--- src/rtl/hb_pkg.sv ---
`timescale 1ns/1ps
package hb_pkg;
  typedef struct packed {
    logic hi_a;
    logic lo_a;
    logic hi_b;
    logic lo_b;
  } gate_t;

  localparam gate_t GATES_OFF = '{hi_a: 1'b0, lo_a: 1'b0, hi_b: 1'b0, lo_b: 1'b0};

  function automatic gate_t bridge_target(input logic run, input logic rev);
    gate_t g;
    g = GATES_OFF;
    if (!run) begin
      g.lo_a = 1'b1;
      g.lo_b = 1'b1;
    end else if (!rev) begin
      g.hi_a = 1'b1;
      g.lo_b = 1'b1;
    end else begin
      g.hi_b = 1'b1;
      g.lo_a = 1'b1;
    end
    return g;
  endfunction
endpackage

--- src/rtl/hb_rst_sync.sv ---
`timescale 1ns/1ps
module hb_rst_sync #(
  parameter int STAGES = 2
) (
  input  logic clk,
  input  logic rst_n,
  output logic rst_sync_n
);
  logic [STAGES-1:0] chain_q;
  logic [STAGES-1:0] chain_d;

  always_comb chain_d = {chain_q[STAGES-2:0], 1'b1};

  always_ff @(posedge clk or negedge rst_n) begin
    if (!rst_n) chain_q <= '0;
    else        chain_q <= chain_d;
  end

  assign rst_sync_n = chain_q[STAGES-1];
endmodule

--- src/rtl/hb_sync.sv ---
`timescale 1ns/1ps
module hb_sync #(
  parameter int W      = 2,
  parameter int STAGES = 2
) (
  input  logic         clk,
  input  logic         rst_n,
  input  logic [W-1:0] async_i,
  output logic [W-1:0] sync_o
);
  logic [W-1:0] stage_q [STAGES];

  for (genvar s = 0; s < STAGES; s++) begin : g_stage
    logic [W-1:0] stage_d;
    if (s == 0) begin : g_first
      always_comb stage_d = async_i;
    end else begin : g_next
      always_comb stage_d = stage_q[s-1];
    end
    always_ff @(posedge clk or negedge rst_n) begin
      if (!rst_n) stage_q[s] <= '0;
      else        stage_q[s] <= stage_d;
    end
  end

  assign sync_o = stage_q[STAGES-1];
endmodule

--- src/rtl/hb_deadtime.sv ---
`timescale 1ns/1ps
module hb_deadtime #(
  parameter int CNT_W = 10
) (
  input  logic             clk,
  input  logic             rst_n,
  input  logic             fault_i,
  input  logic             start_i,
  input  logic [CNT_W-1:0] len_i,
  output logic             release_o
);
  logic [CNT_W-1:0] cnt_q;
  logic [CNT_W-1:0] cnt_d;
  logic [CNT_W-1:0] load_val;

  always_comb begin
    load_val = (len_i == '0) ? CNT_W'(1) : len_i;
    cnt_d    = cnt_q;
    if (fault_i)           cnt_d = '0;
    else if (start_i)      cnt_d = load_val;
    else if (cnt_q != '0)  cnt_d = cnt_q - CNT_W'(1);
  end

  always_ff @(posedge clk or negedge rst_n) begin
    if (!rst_n) cnt_q <= '0;
    else        cnt_q <= cnt_d;
  end

  // Turn-on allowed on the edge where the last counted cycle ends.
  assign release_o = !fault_i && !start_i && (cnt_q <= CNT_W'(1));

  p_count_down_r5: assert property (@(posedge clk) disable iff (!rst_n)
    (cnt_q != '0 && !start_i && !fault_i) |=> (cnt_q == $past(cnt_q) - CNT_W'(1)));

  p_fault_clears_r10: assert property (@(posedge clk) disable iff (!rst_n)
    fault_i |=> (cnt_q == '0));

  p_reload_nonzero_r7: assert property (@(posedge clk) disable iff (!rst_n)
    (start_i && !fault_i) |=> (cnt_q != '0));
endmodule

--- src/rtl/hb_gate_stage.sv ---
`timescale 1ns/1ps
module hb_gate_stage
  import hb_pkg::*;
(
  input  logic  clk,
  input  logic  rst_n,
  input  logic  fault_i,
  input  logic  release_i,
  input  gate_t target_i,
  output gate_t gates_q
);
  gate_t gates_d;

  always_comb begin
    if (fault_i)        gates_d = GATES_OFF;
    else if (release_i) gates_d = target_i;
    else                gates_d = gate_t'(gates_q & target_i);
  end

  always_ff @(posedge clk or negedge rst_n) begin
    if (!rst_n) gates_q <= GATES_OFF;
    else        gates_q <= gates_d;
  end

  p_no_early_turn_on_r5: assert property (@(posedge clk) disable iff (!rst_n)
    !release_i |=> ((gates_q & ~$past(gates_q)) == 4'b0000));
endmodule

--- src/rtl/hbridge_gate_seq.sv ---
`timescale 1ns/1ps
module hbridge_gate_seq
  import hb_pkg::*;
#(
  parameter int DT_W        = 10,
  parameter int SYNC_STAGES = 2
) (
  input  logic            clk,
  input  logic            rst_n,
  input  logic            pwm_i,
  input  logic            dir_i,
  input  logic            fault_i,
  input  logic [DT_W-1:0] dead_cycles_i,
  output logic            gate_hi_a_o,
  output logic            gate_lo_a_o,
  output logic            gate_hi_b_o,
  output logic            gate_lo_b_o
);
  localparam int CTRL_W = 2;

  logic              rst_core_n;
  logic [CTRL_W-1:0] ctrl_s;
  logic [CTRL_W-1:0] ctrl_prev_q;
  logic              rearm_q;
  logic              rearm_d;
  logic              ctrl_edge;
  logic              start;
  logic              release_ok;
  gate_t             target;
  gate_t             gates_q;
  gate_t             gates_out;

  hb_rst_sync #(.STAGES(SYNC_STAGES)) u_rst (
    .clk        (clk),
    .rst_n      (rst_n),
    .rst_sync_n (rst_core_n)
  );

  hb_sync #(.W(CTRL_W), .STAGES(SYNC_STAGES)) u_sync (
    .clk     (clk),
    .rst_n   (rst_core_n),
    .async_i ({dir_i, pwm_i}),
    .sync_o  (ctrl_s)
  );

  // Edge detection on the synchronised controls; rearm forces a window after reset or fault.
  always_comb begin
    ctrl_edge = (ctrl_s != ctrl_prev_q);
    rearm_d   = fault_i;
    start     = ctrl_edge || rearm_q;
    target    = bridge_target(ctrl_s[0], ctrl_s[1]);
  end

  always_ff @(posedge clk or negedge rst_core_n) begin
    if (!rst_core_n) begin
      ctrl_prev_q <= '0;
      rearm_q     <= 1'b1;
    end else begin
      ctrl_prev_q <= ctrl_s;
      rearm_q     <= rearm_d;
    end
  end

  hb_deadtime #(.CNT_W(DT_W)) u_dead (
    .clk       (clk),
    .rst_n     (rst_core_n),
    .fault_i   (fault_i),
    .start_i   (start),
    .len_i     (dead_cycles_i),
    .release_o (release_ok)
  );

  hb_gate_stage u_stage (
    .clk       (clk),
    .rst_n     (rst_core_n),
    .fault_i   (fault_i),
    .release_i (release_ok),
    .target_i  (target),
    .gates_q   (gates_q)
  );

  // Fault removes drive combinationally, ahead of the register stage.
  always_comb gates_out = fault_i ? GATES_OFF : gates_q;

  assign gate_hi_a_o = gates_out.hi_a;
  assign gate_lo_a_o = gates_out.lo_a;
  assign gate_hi_b_o = gates_out.hi_b;
  assign gate_lo_b_o = gates_out.lo_b;

  p_leg_a_exclusive_r4: assert property (@(posedge clk) disable iff (!rst_core_n)
    !(gate_hi_a_o && gate_lo_a_o));

  p_leg_b_exclusive_r4: assert property (@(posedge clk) disable iff (!rst_core_n)
    !(gate_hi_b_o && gate_lo_b_o));

  p_fault_release_hold_r10: assert property (@(posedge clk) disable iff (!rst_core_n)
    $fell(fault_i) |=> (gates_q == GATES_OFF));

  p_steady_no_pulse_r9: assert property (@(posedge clk) disable iff (!rst_core_n)
    (release_ok && $past(release_ok) && $stable(ctrl_s)) |=> $stable(gates_q));
endmodule

--- config.mk ---
export PLATFORM = sky130hd
export DESIGN_NAME = hbridge_gate_seq
export DESIGN_NICKNAME = d
export VERILOG_FILES = /design/src/rtl/hb_pkg.sv /design/src/rtl/hb_rst_sync.sv /design/src/rtl/hb_sync.sv /design/src/rtl/hb_deadtime.sv /design/src/rtl/hb_gate_stage.sv /design/src/rtl/hbridge_gate_seq.sv
export SDC_FILE = /design/constraint.sdc
export NUM_CORES = 1
export LEC_CHECK = 0
export BUFFER_PORTS_ARGS = -buffer_cell sky130_fd_sc_hd__buf_4
export CAP_MARGIN = 5
export CORE_MARGIN = 2
export CORE_UTILIZATION = 25
export CTS_CLUSTER_DIAMETER = 100
export DETAILED_ROUTE_END_ITERATION = 8
export PLACE_DENSITY = 0.5
export REMOVE_ABC_BUFFERS = 1
export SLEW_MARGIN = 25
export SYNTH_ARGS = -nofsm -noshare
export SYNTH_HDL_FRONTEND = slang
export SYNTH_SLANG_ARGS = --single-unit
--- constraint.sdc ---
create_clock -name clk -period 1.8 [get_ports clk]
set_input_delay 0.09 -clock clk [delete_from_list [all_inputs] [get_ports clk]]
set_output_delay 0.09 -clock clk [all_outputs]
set_load 0.01 [all_outputs]
==> results of run 1 <==
-- through the flow --
step / instance area [um2] / utilization (%) / instances / worst slack [ps]
floorplan: 1130 / - / 104 / 83.3
global placement: 1360 / 31.3 / 179 / 86.9
detailed placement: 1360 / 31.3 / 179 / 96.7
CTS: 1450 / 33.4 / 187 / 73.5
global route: 1460 / 33.6 / 188 / 11.2
finish: 1460 / 33.6 / 188 / 118
-- critical path, stage by stage (launching register included) --
cell and delay (ps):
sky130_fd_sc_hd__dfrtp_2 470, sky130_fd_sc_hd__xor2_1 210, sky130_fd_sc_hd__or3_4 380, sky130_fd_sc_hd__or3_1 370, sky130_fd_sc_hd__a21oi_1 170
-- Yosys cell counts --
library cell / instances / area [um2]
sky130_fd_sc_hd__ha_1: 3 / 37.5
sky130_fd_sc_hd__conb_1: 1 / 3.75
sky130_fd_sc_hd__or3_1: 2 / 12.5
sky130_fd_sc_hd__nand4_1: 1 / 6.26
sky130_fd_sc_hd__nand4_2: 1 / 12.5
sky130_fd_sc_hd__a21oi_1: 5 / 25.0
sky130_fd_sc_hd__and3_4: 1 / 11.3
sky130_fd_sc_hd__xor2_1: 6 / 52.6
sky130_fd_sc_hd__dfstp_2: 1 / 26.3
sky130_fd_sc_hd__clkbuf_1: 1 / 3.75
sky130_fd_sc_hd__nor2_1: 11 / 41.3
sky130_fd_sc_hd__nand3_1: 4 / 20.0
sky130_fd_sc_hd__o211ai_1: 1 / 7.51
sky130_fd_sc_hd__o21ai_0: 1 / 5.00
sky130_fd_sc_hd__dfrtp_1: 22 / 551
sky130_fd_sc_hd__nor3_1: 2 / 10.0
sky130_fd_sc_hd__or3_4: 1 / 11.3
sky130_fd_sc_hd__a2bb2oi_1: 1 / 8.76
sky130_fd_sc_hd__nor3b_1: 3 / 22.5
sky130_fd_sc_hd__nand2b_1: 2 / 12.5
sky130_fd_sc_hd__a211oi_1: 6 / 45.0
sky130_fd_sc_hd__xnor2_1: 4 / 35.0
sky130_fd_sc_hd__nor4_2: 1 / 12.5
sky130_fd_sc_hd__a21o_1: 1 / 7.51
sky130_fd_sc_hd__nand2_1: 5 / 18.8
sky130_fd_sc_hd__a2111oi_2: 1 / 15.0
sky130_fd_sc_hd__nor3_4: 1 / 16.3
sky130_fd_sc_hd__nand3b_1: 1 / 7.51
sky130_fd_sc_hd__buf_2: 1 / 5.00
sky130_fd_sc_hd__a22oi_1: 1 / 7.51
sky130_fd_sc_hd__inv_1: 8 / 30.0
sky130_fd_sc_hd__a21boi_0: 1 / 7.51
sky130_fd_sc_hd__nor4_4: 1 / 21.3
sky130_fd_sc_hd__nor4_1: 4 / 25.0
-- logic make-up (layout without fill, tap and decap cells) --
kind of cell / count (synthesis) / after routing
simple gates: 41 / 41
flops: 23 / 23
compound gates: 18 / 18
other cells: 1 / 1
fa+ha+maj: 3 / 3
xor+xnor: 10 / 10
buf+inv: 10 / 40
-- power groups by stage --
| stage | registers, mW | clock network (mW) | logic [mW] |
|---|---|---|---|
| after floorplan | 0.588 | 0 | 0.118 |
| after global placement | 0.589 | 0 | 0.196 |
| after detailed placement | 0.587 | 0 | 0.199 |
| after CTS | 0.579 | 0.343 | 0.206 |
| after global routing | 0.582 | 0.372 | 0.230 |
| final | 0.578 | 0.332 | 0.206 |
-- cell type report --
cell class | instances | area share (%)
tap | 52 | 4.45
timing repair buffer | 28 | 15.1
clock inverter | 1 | 0.514
clock buffer | 3 | 2.83
sequential | 23 | 39.6
inverter | 8 | 2.05
multi-input combinational | 73 | 35.5
-- layer usage --
layer  vias up  global-route usage [%]  wire (um)
li1        430                       -          -
met1       391                    15.0       1200
met2        28                    16.4       1100
met3         4                    3.80        152
met4         0                    3.14         26
met5         -                       0          0
-- worst paths after layout --
kind	from	to	slack, ps	depth (start not counted)
max in group asynchronous	u_rst.chain_q[1]	rearm_q	1320	1
min in group asynchronous	rst_n	u_rst.chain_q[0]	120	2
max reg2reg	u_sync.sync_o[1]	u_dead.cnt_q[2]	120	4
min	dead_cycles_i[4]	u_dead.cnt_q[4]	80	3
max	u_sync.sync_o[1]	u_dead.cnt_q[2]	120	4
min reg2reg	u_rst.chain_q[1]	u_stage.gates_q[2]	210	1
-- flip-flops by register name, summed over array words and instances, names as in the netlist --
register	cells
u_dead.cnt_q	10
u_stage.gates_q	4
ctrl_prev_q	2
u_rst.chain_q	2
u_sync.g_stage.stage_d	2
u_sync.sync_o	2
rearm_q	1
-- repair_timing --
item | CTS | global route
hold endpoints to repair | 5 | 0
setup buffers | 0 | 1
hold buffers | 4 | 0
gates resized for setup | 0 | 1
setup endpoints to repair | 0 | 1
==> implementation parameters, run 1 <==
Parameter                              Value

Timing
  Final critical delay including setup and external delays ... 1680 ps
  Setup violations, final ... 0
  Worst clock skew on the final layout ... 10.3 ps
  Share of the cycle needed by the critical path after routing ... 93.4%
  RSZ-0062 raised after global routing ... no
  Final hold slack ... 81.4 ps
  Total negative slack ... 0 ps
  Slew Viols, Final ... 0
  Peak Freq ... 595 MHz
  Hold violation count in the final report ... 0

Clock network
  Max H-tree Level ... 1
  Clock-pin slew on the worst setup and hold paths ... 90 ps
  CTS tree ... done
  Clock root buffer ... sky130_fd_sc_hd__clkbuf_8
  Number of buffers on the longest clock path ... 2
  CTS sink cnt ... 23
  Insertion delay to the later sink of the worst-skew pair ... 270 ps
  TritonCTS buffer count ... 3

Power
  Switching portion of total power ... 27.9%
  Sequential power share ... 51.8%
  Design internal power ... 0.804 mW
  Maximum vdd ir drop ... 0.411 mV
  Clock network fraction of design power ... 29.8%
  Switching power ... 0.311 mW
  Static leakage ... 0.655 nW
  Power per Cell Area ... 763 mW/mm2
  Portion of total power attributed to combinational logic ... 18.4%
  Total power ... 1.12 mW

Floorplan
  Number of top-level pins ... 19
  Floorplan core area ... 0.00435 mm2
  Chip height ... 71.4 um
  Die Footprint ... 0.00509 mm2
  Horizontal die dimension ... 71.4 um
  Initial standard-cell utilization of the core ... 26.1%
  Total number of placement rows ... 24

Worst setup path
  Launching element type of the critical path ... flip-flop
  Data arrival time of the critical path ... 1880 ps
  Worst endpoint required time ... 2000 ps
  Endpoint kind of the worst setup timing path ... flip-flop
  Maximum fanout count along the critical path ... 6
  Path type of the worst setup path ... flip-flop to flip-flop

Status
  Run status ... finished clean

Global route
  Number of global-route vias before repair ... 877
  Total track usage ... 10.9%
  Initial antenna violation count ... 0
  Global-route wire length before repair ... 4310 um
  Pin count of the biggest net entering global routing ... 22
  Overflow after GRT ... 0

Yosys
  Post-synth design cell area ... 0.00113 mm2
  FF+latch count, synth ... 23
  Synth Area in Compound Gates ... 11.4%
  Share of synthesized area spent on multiplexers ... 0%
  Xor and xnor area share after synthesis ... 7.72%
  Synth Instances ... 106
  Synth Warn # ... 0
  Combinational family with the most area after synthesis ... simple AND/OR/NAND/NOR gates
  Distinct cell type count of the synthesized netlist ... 34
  Simple-gate area share of the yosys netlist ... 23.0%
  Sequential element share of the synthesized area ... 50.8%
  Per-instance average area after synthesis ... 10.7 um2
  Adder-Cell Fraction of Synth Area ... 3.31%

Run
  Number of max-capacitance violations reported ... 0

Cells and area
  Layout area overhead ... 28.8%
  Top library cells by usage in the layout, fill and taps aside ... sky130_fd_sc_hd__buf_4 (24), sky130_fd_sc_hd__dfrtp_1 (21), sky130_fd_sc_hd__nor2_1 (11)
  Layout cells sized above 1 ... 27.2%
  Sequential cell area ... 578 um2
  Most common cell after layout, fill and taps aside ... sky130_fd_sc_hd__buf_4
  Multi-input combinational cell area ... 519 um2
  Net count, final ... 155
  Count of filler cells inserted in the layout ... 445
  # diodes ... 0

Routing
  Number of vias after detailed routing ... 853
  Number of nets with antenna violations after detailed routing ... 0
  Number of DRC markers in iteration 0 ... 24
  TritonRoute pass-1 iters ... 4
  Total Wirelength ... 2470 um
  WL/cell ... 13.2 um
  DRC violation count after routing ... 0
  Post-detailed-route via-to-cell ratio ... 4.54

Placement
  # port buffers ... 18
  Half-perimeter wire length after detailed placement ... 1920 um
  Routability congestion estimate ... 0.755

Min path
  Min-Delay Path Class ... input port to flip-flop
Power figures use the tool's default switching activity.
==> inputs of run 2 (changes only) <==
--- a/config.mk
+++ b/config.mk
@@ -8,10 +8,10 @@
 export BUFFER_PORTS_ARGS = -buffer_cell sky130_fd_sc_hd__buf_4
 export CAP_MARGIN = 5
 export CORE_MARGIN = 2
-export CORE_UTILIZATION = 25
+export CORE_UTILIZATION = 40
 export CTS_CLUSTER_DIAMETER = 100
 export DETAILED_ROUTE_END_ITERATION = 8
-export PLACE_DENSITY = 0.5
+export PLACE_DENSITY = 0.68
 export REMOVE_ABC_BUFFERS = 1
 export SLEW_MARGIN = 25
 export SYNTH_ARGS = -nofsm -noshare
==> run 2 against run 1 <==
  * Global-route usage rose by 5.2 points
  * Flip-flop and latch count unchanged
  * Critical path depth did not move
  * First-iteration DRC count is 63% lower
  * Die area fell by 36%
  * Critical path type unchanged
  * Critical endpoint is now u_dead.cnt_q[6]
  * Largest power group unchanged
==> implementation parameters, run 2 (synthesized netlist as in run 1, its figures left out) <==
Parameter                              Value

Status
  Run status ... finished clean

Routing
  WL/cell ... 14.1 um
  DRC violation count after routing ... 0
  Number of nets with antenna violations after detailed routing ... 0
  Post-detailed-route via-to-cell ratio ... 5.38
  Number of vias after detailed routing ... 898
  Number of DRC markers in iteration 0 ... 9
  Total Wirelength ... 2360 um
  TritonRoute pass-1 iters ... 4

Clock network
  Max H-tree Level ... 1
  CTS tree ... done
  Number of buffers on the longest clock path ... 2
  CTS sink cnt ... 23
  Clock root buffer ... sky130_fd_sc_hd__clkbuf_4
  Insertion delay to the later sink of the worst-skew pair ... 320 ps
  Clock-pin slew on the worst setup and hold paths ... 140 ps
  TritonCTS buffer count ... 3
  Resized cells post-CTS ... 0

Placement
  Half-perimeter wire length after detailed placement ... 1720 um
  Routability congestion estimate ... 0.845
  Number of placed instances, taps included ... 157
  # port buffers ... 18

Run
  Number of max-capacitance violations reported ... 0

Floorplan
  Horizontal die dimension ... 57.3 um
  Number of top-level pins ... 19
  Total number of placement rows ... 19
  Chip height ... 57.3 um
  Initial standard-cell utilization of the core ... 41.5%
  Floorplan core area ... 0.00273 mm2
  Die Footprint ... 0.00328 mm2

Global route
  Number of global-route vias before repair ... 906
  Global-route wire length before repair ... 4020 um
  Initial antenna violation count ... 0
  Pin count of the biggest net entering global routing ... 22
  Overflow after GRT ... 0
  Total track usage ... 16.1%

Cells and area
  Multi-input combinational cell area ... 519 um2
  Sequential cell area ... 577 um2
  Registers with the highest flip-flop counts ... u_dead.cnt_q (10), u_stage.gates_q (4)
  Count of filler cells inserted in the layout ... 255
  Layout cells sized above 1 ... 25.0%
  Layout area overhead ... 25.1%
  Max reg flops ... 10
  Register bank with the most flops ... u_dead.cnt_q
  Net count, final ... 155
  Post-layout instance count excluding filler cells ... 167
  # diodes ... 0
  Top library cells by usage in the layout, fill and taps aside ... sky130_fd_sc_hd__dfrtp_1 (22), sky130_fd_sc_hd__buf_4 (22), sky130_fd_sc_hd__nor2_1 (11)

Timing
  Share of the cycle needed by the critical path after routing ... 94.5%
  Total negative slack ... 0 ps
  Setup violations, final ... 0
  Worst clock skew on the final layout ... 4.67 ps
  RSZ-0062 raised after global routing ... no
  Final critical delay including setup and external delays ... 1700 ps
  Hold violation count in the final report ... 0
  Peak Freq ... 588 MHz
  Slew Viols, Final ... 0

Min path
  Min-Delay Path Class ... input port to flip-flop
  Depth of the worst hold-timing path ... 3

Worst setup path
  Endpoint kind of the worst setup timing path ... flip-flop
  Depth of the most critical reg-to-reg path ... 4
  Maximum fanout count along the critical path ... 7
  Data arrival time of the critical path ... 1910 ps
  Path type of the worst setup path ... flip-flop to flip-flop
  Worst endpoint required time ... 2010 ps
  Launching element type of the critical path ... flip-flop

Power
  Power per Cell Area ... 729 mW/mm2
  Static leakage ... 0.647 nW
  Maximum vdd ir drop ... 0.582 mV
## run 2: changes by cell type in the layout (fill, tap and decap cells not counted), sizes merged
cell and delta:
buf -2, dlygate4sd3 +2
## run 2: layout make-up
type	instances	area share (%)
clock buffers	3	1.59
multi-input cells	73	36.6
well taps	31	2.73
flip-flops and latches	23	40.6
inverters	8	2.11
repair buffers	28	15.9
clock inverters	1	0.529
## run 2: routing by layer
layer / part of all wire [%] / GRT usage [%] / wire, um
met5: 0 / 0 / 0
met3: 6.1 / 5.44 / 143
met1: 42 / 19.0 / 998
met2: 49 / 26.9 / 1150
met4: 3.1 / 6.64 / 73
## run 2: path summary, 6_finish.rpt
path | start | endpoint | slack, ps
max | u_dead.cnt_q[7] | u_dead.cnt_q[6] | 100
min | dead_cycles_i[1] | u_dead.cnt_q[1] | 20
max reg2reg | u_dead.cnt_q[7] | u_dead.cnt_q[6] | 100
min reg2reg | u_rst.chain_q[1] | u_sync.g_stage[1].stage_d[0] | 210
max in group asynchronous | u_rst.chain_q[1] | rearm_q | 1310
min in group asynchronous | rst_n | u_rst.chain_q[0] | 50
## run 2: metrics by stage
stage | total power [mW] | hold WS [ps] | setup slack [ps] | instance area, um2 | utilization [%]
4_1_cts | 1.05 | 0.447 | 93.4 | 1420 | 51.9
3_3_place_gp | 0.775 | -127 | 106 | 1330 | 48.6
3_5_place_dp | 0.778 | -127 | 132 | 1330 | 48.6
5_1_grt | 1.09 | 14.4 | 19.0 | 1420 | 51.9
2_1_floorplan | 0.706 | -206 | 83.3 | 1130 | -
6_report | 1.04 | 18.4 | 98.3 | 1420 | 51.9
## run 2: what timing repair did
| action | CTS | global route |
|---|---|---|
| hold buffers | 6 | 0 |
| setup buffers | 0 | 0 |
| hold endpoints to repair | 8 | 0 |
## run 2: critical path, cell delays in order (launching register included)
cell and delay, ps:
sky130_fd_sc_hd__dfrtp_1 450, sky130_fd_sc_hd__nor4_2 500, sky130_fd_sc_hd__and3_4 290, sky130_fd_sc_hd__a21o_1 270, sky130_fd_sc_hd__a211oi_1 90
## run 2: where the power goes
group	internal, mW	switching, mW	total (mW)
Combinational	0.0997	0.0996	0.199
Clock	0.0850	0.172	0.257
Sequential	0.546	0.0335	0.579
==> inputs of run 3 (changes only) <==
--- a/config.mk
+++ b/config.mk
@@ -11,7 +11,7 @@
 export CORE_UTILIZATION = 40
 export CTS_CLUSTER_DIAMETER = 100
 export DETAILED_ROUTE_END_ITERATION = 8
-export PLACE_DENSITY = 0.68
+export PLACE_DENSITY = 0.7
 export REMOVE_ABC_BUFFERS = 1
 export SLEW_MARGIN = 25
 export SYNTH_ARGS = -nofsm -noshare
==> constraint.sdc (replaced) <==
create_clock -name clk -period 1.4 [get_ports clk]
set_input_delay 0.07 -clock clk [delete_from_list [all_inputs] [get_ports clk]]
set_output_delay 0.07 -clock clk [all_outputs]
set_load 0.01 [all_outputs]
==> run 3 against run 2 <==
  * Sequential power increased by 28%
  * Total power increased by 46%
  * The flow now finishes with violations (setup timing)
  * Clock-buffer cell count unchanged
  * Maximum frequency increased by 11%
  * Clock power increased by 26%
==> implementation parameters, run 3 (synthesized netlist as in run 1, its figures left out) <==
Parameter                              Value

Status
  Run status ... finished with violations
  Failing checks ... setup timing

Routing
  TritonRoute pass-1 iters ... 4
  Number of vias after detailed routing ... 1006
  Total Wirelength ... 3110 um
  Number of DRC markers in iteration 0 ... 22
  Number of nets with antenna violations after detailed routing ... 0
  Post-detailed-route via-to-cell ratio ... 5.21
  DRC violation count after routing ... 0
  WL/cell ... 16.1 um

Clock network
  Clock-pin slew on the worst setup and hold paths ... 140 ps
  TritonCTS buffer count ... 3
  Number of buffers on the longest clock path ... 2
  CTS tree ... done
  Insertion delay to the later sink of the worst-skew pair ... 320 ps
  Clock root buffer ... sky130_fd_sc_hd__clkbuf_4
  CTS sink cnt ... 23
  Max H-tree Level ... 1

Timing
  Hold violation count in the final report ... 0
  RSZ-0062 raised after global routing ... yes
  Share of the cycle needed by the critical path after routing ... 110%
  Setup violations, final ... 13
  Slew Viols, Final ... 0
  Final critical delay including setup and external delays ... 1530 ps
  Worst clock skew on the final layout ... 9.24 ps
  Peak Freq ... 652 MHz
  Worst setup slack after layout ... -133 ps

Global route
  Overflow after GRT ... 0
  Number of global-route vias before repair ... 1069
  Pin count of the biggest net entering global routing ... 15
  Total track usage ... 20.8%
  Initial antenna violation count ... 0
  Global-route wire length before repair ... 5070 um

Floorplan
  Initial standard-cell utilization of the core ... 41.5%
  Horizontal die dimension ... 57.3 um
  Chip height ... 57.3 um
  Floorplan core area ... 0.00273 mm2
  Number of top-level pins ... 19
  Total number of placement rows ... 19
  Die Footprint ... 0.00328 mm2

Cells and area
  Net count, final ... 181
  Max reg flops ... 10
  # diodes ... 0
  Most common cell after layout, fill and taps aside ... sky130_fd_sc_hd__buf_4
  Post-layout instance count excluding filler cells ... 193
  Registers with the highest flip-flop counts ... u_dead.cnt_q (10), u_stage.gates_q (4)
  Layout cells sized above 1 ... 54.3%
  Register bank with the most flops ... u_dead.cnt_q
  Top library cells by usage in the layout, fill and taps aside ... sky130_fd_sc_hd__buf_4 (39), sky130_fd_sc_hd__dfrtp_1 (22), sky130_fd_sc_hd__nor2_1 (10)
  Layout area overhead ... 60.9%

Power
  Portion of total power attributed to combinational logic ... 29.8%
  Clock network fraction of design power ... 21.4%
  Switching portion of total power ... 30.7%
  Switching power ... 0.465 mW
  Total power ... 1.52 mW
  Sequential power share ... 48.8%
  Maximum vdd ir drop ... 0.782 mV
  Power per Cell Area ... 830 mW/mm2
  Static leakage ... 0.814 nW
  Design internal power ... 1.05 mW

Worst setup path
  Cell chain of the critical path ... inv_2, ha_2, nor2_1, nor2_1, nand4_4, a2111oi_4
  Maximum fanout count along the critical path ... 3
  Launching element type of the critical path ... flip-flop
  Endpoint kind of the worst setup timing path ... flip-flop
  Slowest library cell on the worst path ... sky130_fd_sc_hd__dfrtp_1
  Cell with the most instances on the worst path ... sky130_fd_sc_hd__nor2_1
  Path type of the worst setup path ... flip-flop to flip-flop
  Crit path largest cell delay ... 440 ps
  Data arrival time of the critical path ... 1750 ps
  Worst endpoint required time ... 1620 ps

Placement
  Routability congestion estimate ... 0.791
  Number of placed instances, taps included ... 175
  Half-perimeter wire length after detailed placement ... 1890 um
  # port buffers ... 18

Run
  Number of max-capacitance violations reported ... 0

Min path
  Min-Delay Path Class ... input port to flip-flop
## run 3: power by group through the flow
stage | clock (mW) | sequential [mW] | combinational, mW
after CTS | 0.330 | 0.739 | 0.411
final | 0.324 | 0.740 | 0.452
after floorplan | 0 | 0.756 | 0.152
after detailed placement | 0 | 0.749 | 0.317
after global placement | 0 | 0.747 | 0.310
after global routing | 0.372 | 0.745 | 0.483
## run 3: timing repair
| item | in CTS | in global routing |
|---|---|---|
| pin swaps | 23 | 5 |
| resized for setup | 34 | 9 |
| gates cloned | 1 | 0 |
| hold endpoints to repair | 8 | 2 |
| endpoints found under the setup margin | 13 | 14 |
| hold buffers | 6 | 2 |
| setup buffers | 5 | 0 |
## run 3: critical path, delay by kind of cell, from the launching register on
family                     cells  cell delay, ps
DFF                            1             440
and+or+nand+nor                3             350
AOI/OAI and AO/OA              1             320
adders and majority gates      1             210
buffers and inverters          1             110
## run 3: final timing paths
check	from	to	slack [ps]	cells after the start
worst max-delay path	u_dead.cnt_q[0]	u_stage.gates_q[3]	-130	6
worst min-delay path	dead_cycles_i[5]	u_dead.cnt_q[5]	30	3
worst max register to register	u_dead.cnt_q[0]	u_stage.gates_q[3]	-130	6
worst min register to register	u_rst.chain_q[1]	u_sync.g_stage[1].stage_d[1]	190	0
max in group asynchronous	u_rst.chain_q[1]	u_dead.cnt_q[2]	700	1
min in group asynchronous	rst_n	u_rst.chain_q[1]	50	2
## run 3: through the flow
stage / util, % / hold slack (ps) / instance area (um2) / setup WS (ps) / setup TNS (ps)
global placement: 53.6 / -147 / 1470 / -113 / -775
floorplan: - / -226 / 1130 / -317 / -1340
finish: 66.8 / 30.2 / 1830 / -133 / -721
detailed placement: 53.6 / -146 / 1470 / -142 / -991
global route: 66.8 / 24.0 / 1830 / -199 / -1590
CTS: 64.4 / 0.656 / 1760 / -132 / -586
## run 3: area by class of cell
class	instances	area [um2]
Tap cell	31	38.8
Clock inverter	1	7.51
Sequential cell	23	577
Multi-Input combinational cell	73	698
Fill cell	209	908
Inverter	8	30.0
Clock buffer	3	22.5
Timing Repair Buffer	54	452
## run 3: per-layer routing
metal	share of wire, %	vias to the layer above	GRT usage [%]
met1	38	481	23.5
li1	-	482	-
met5	0	-	0
met4	1.5	0	6.31
met2	56	36	37.8
met3	5.2	7	6.35
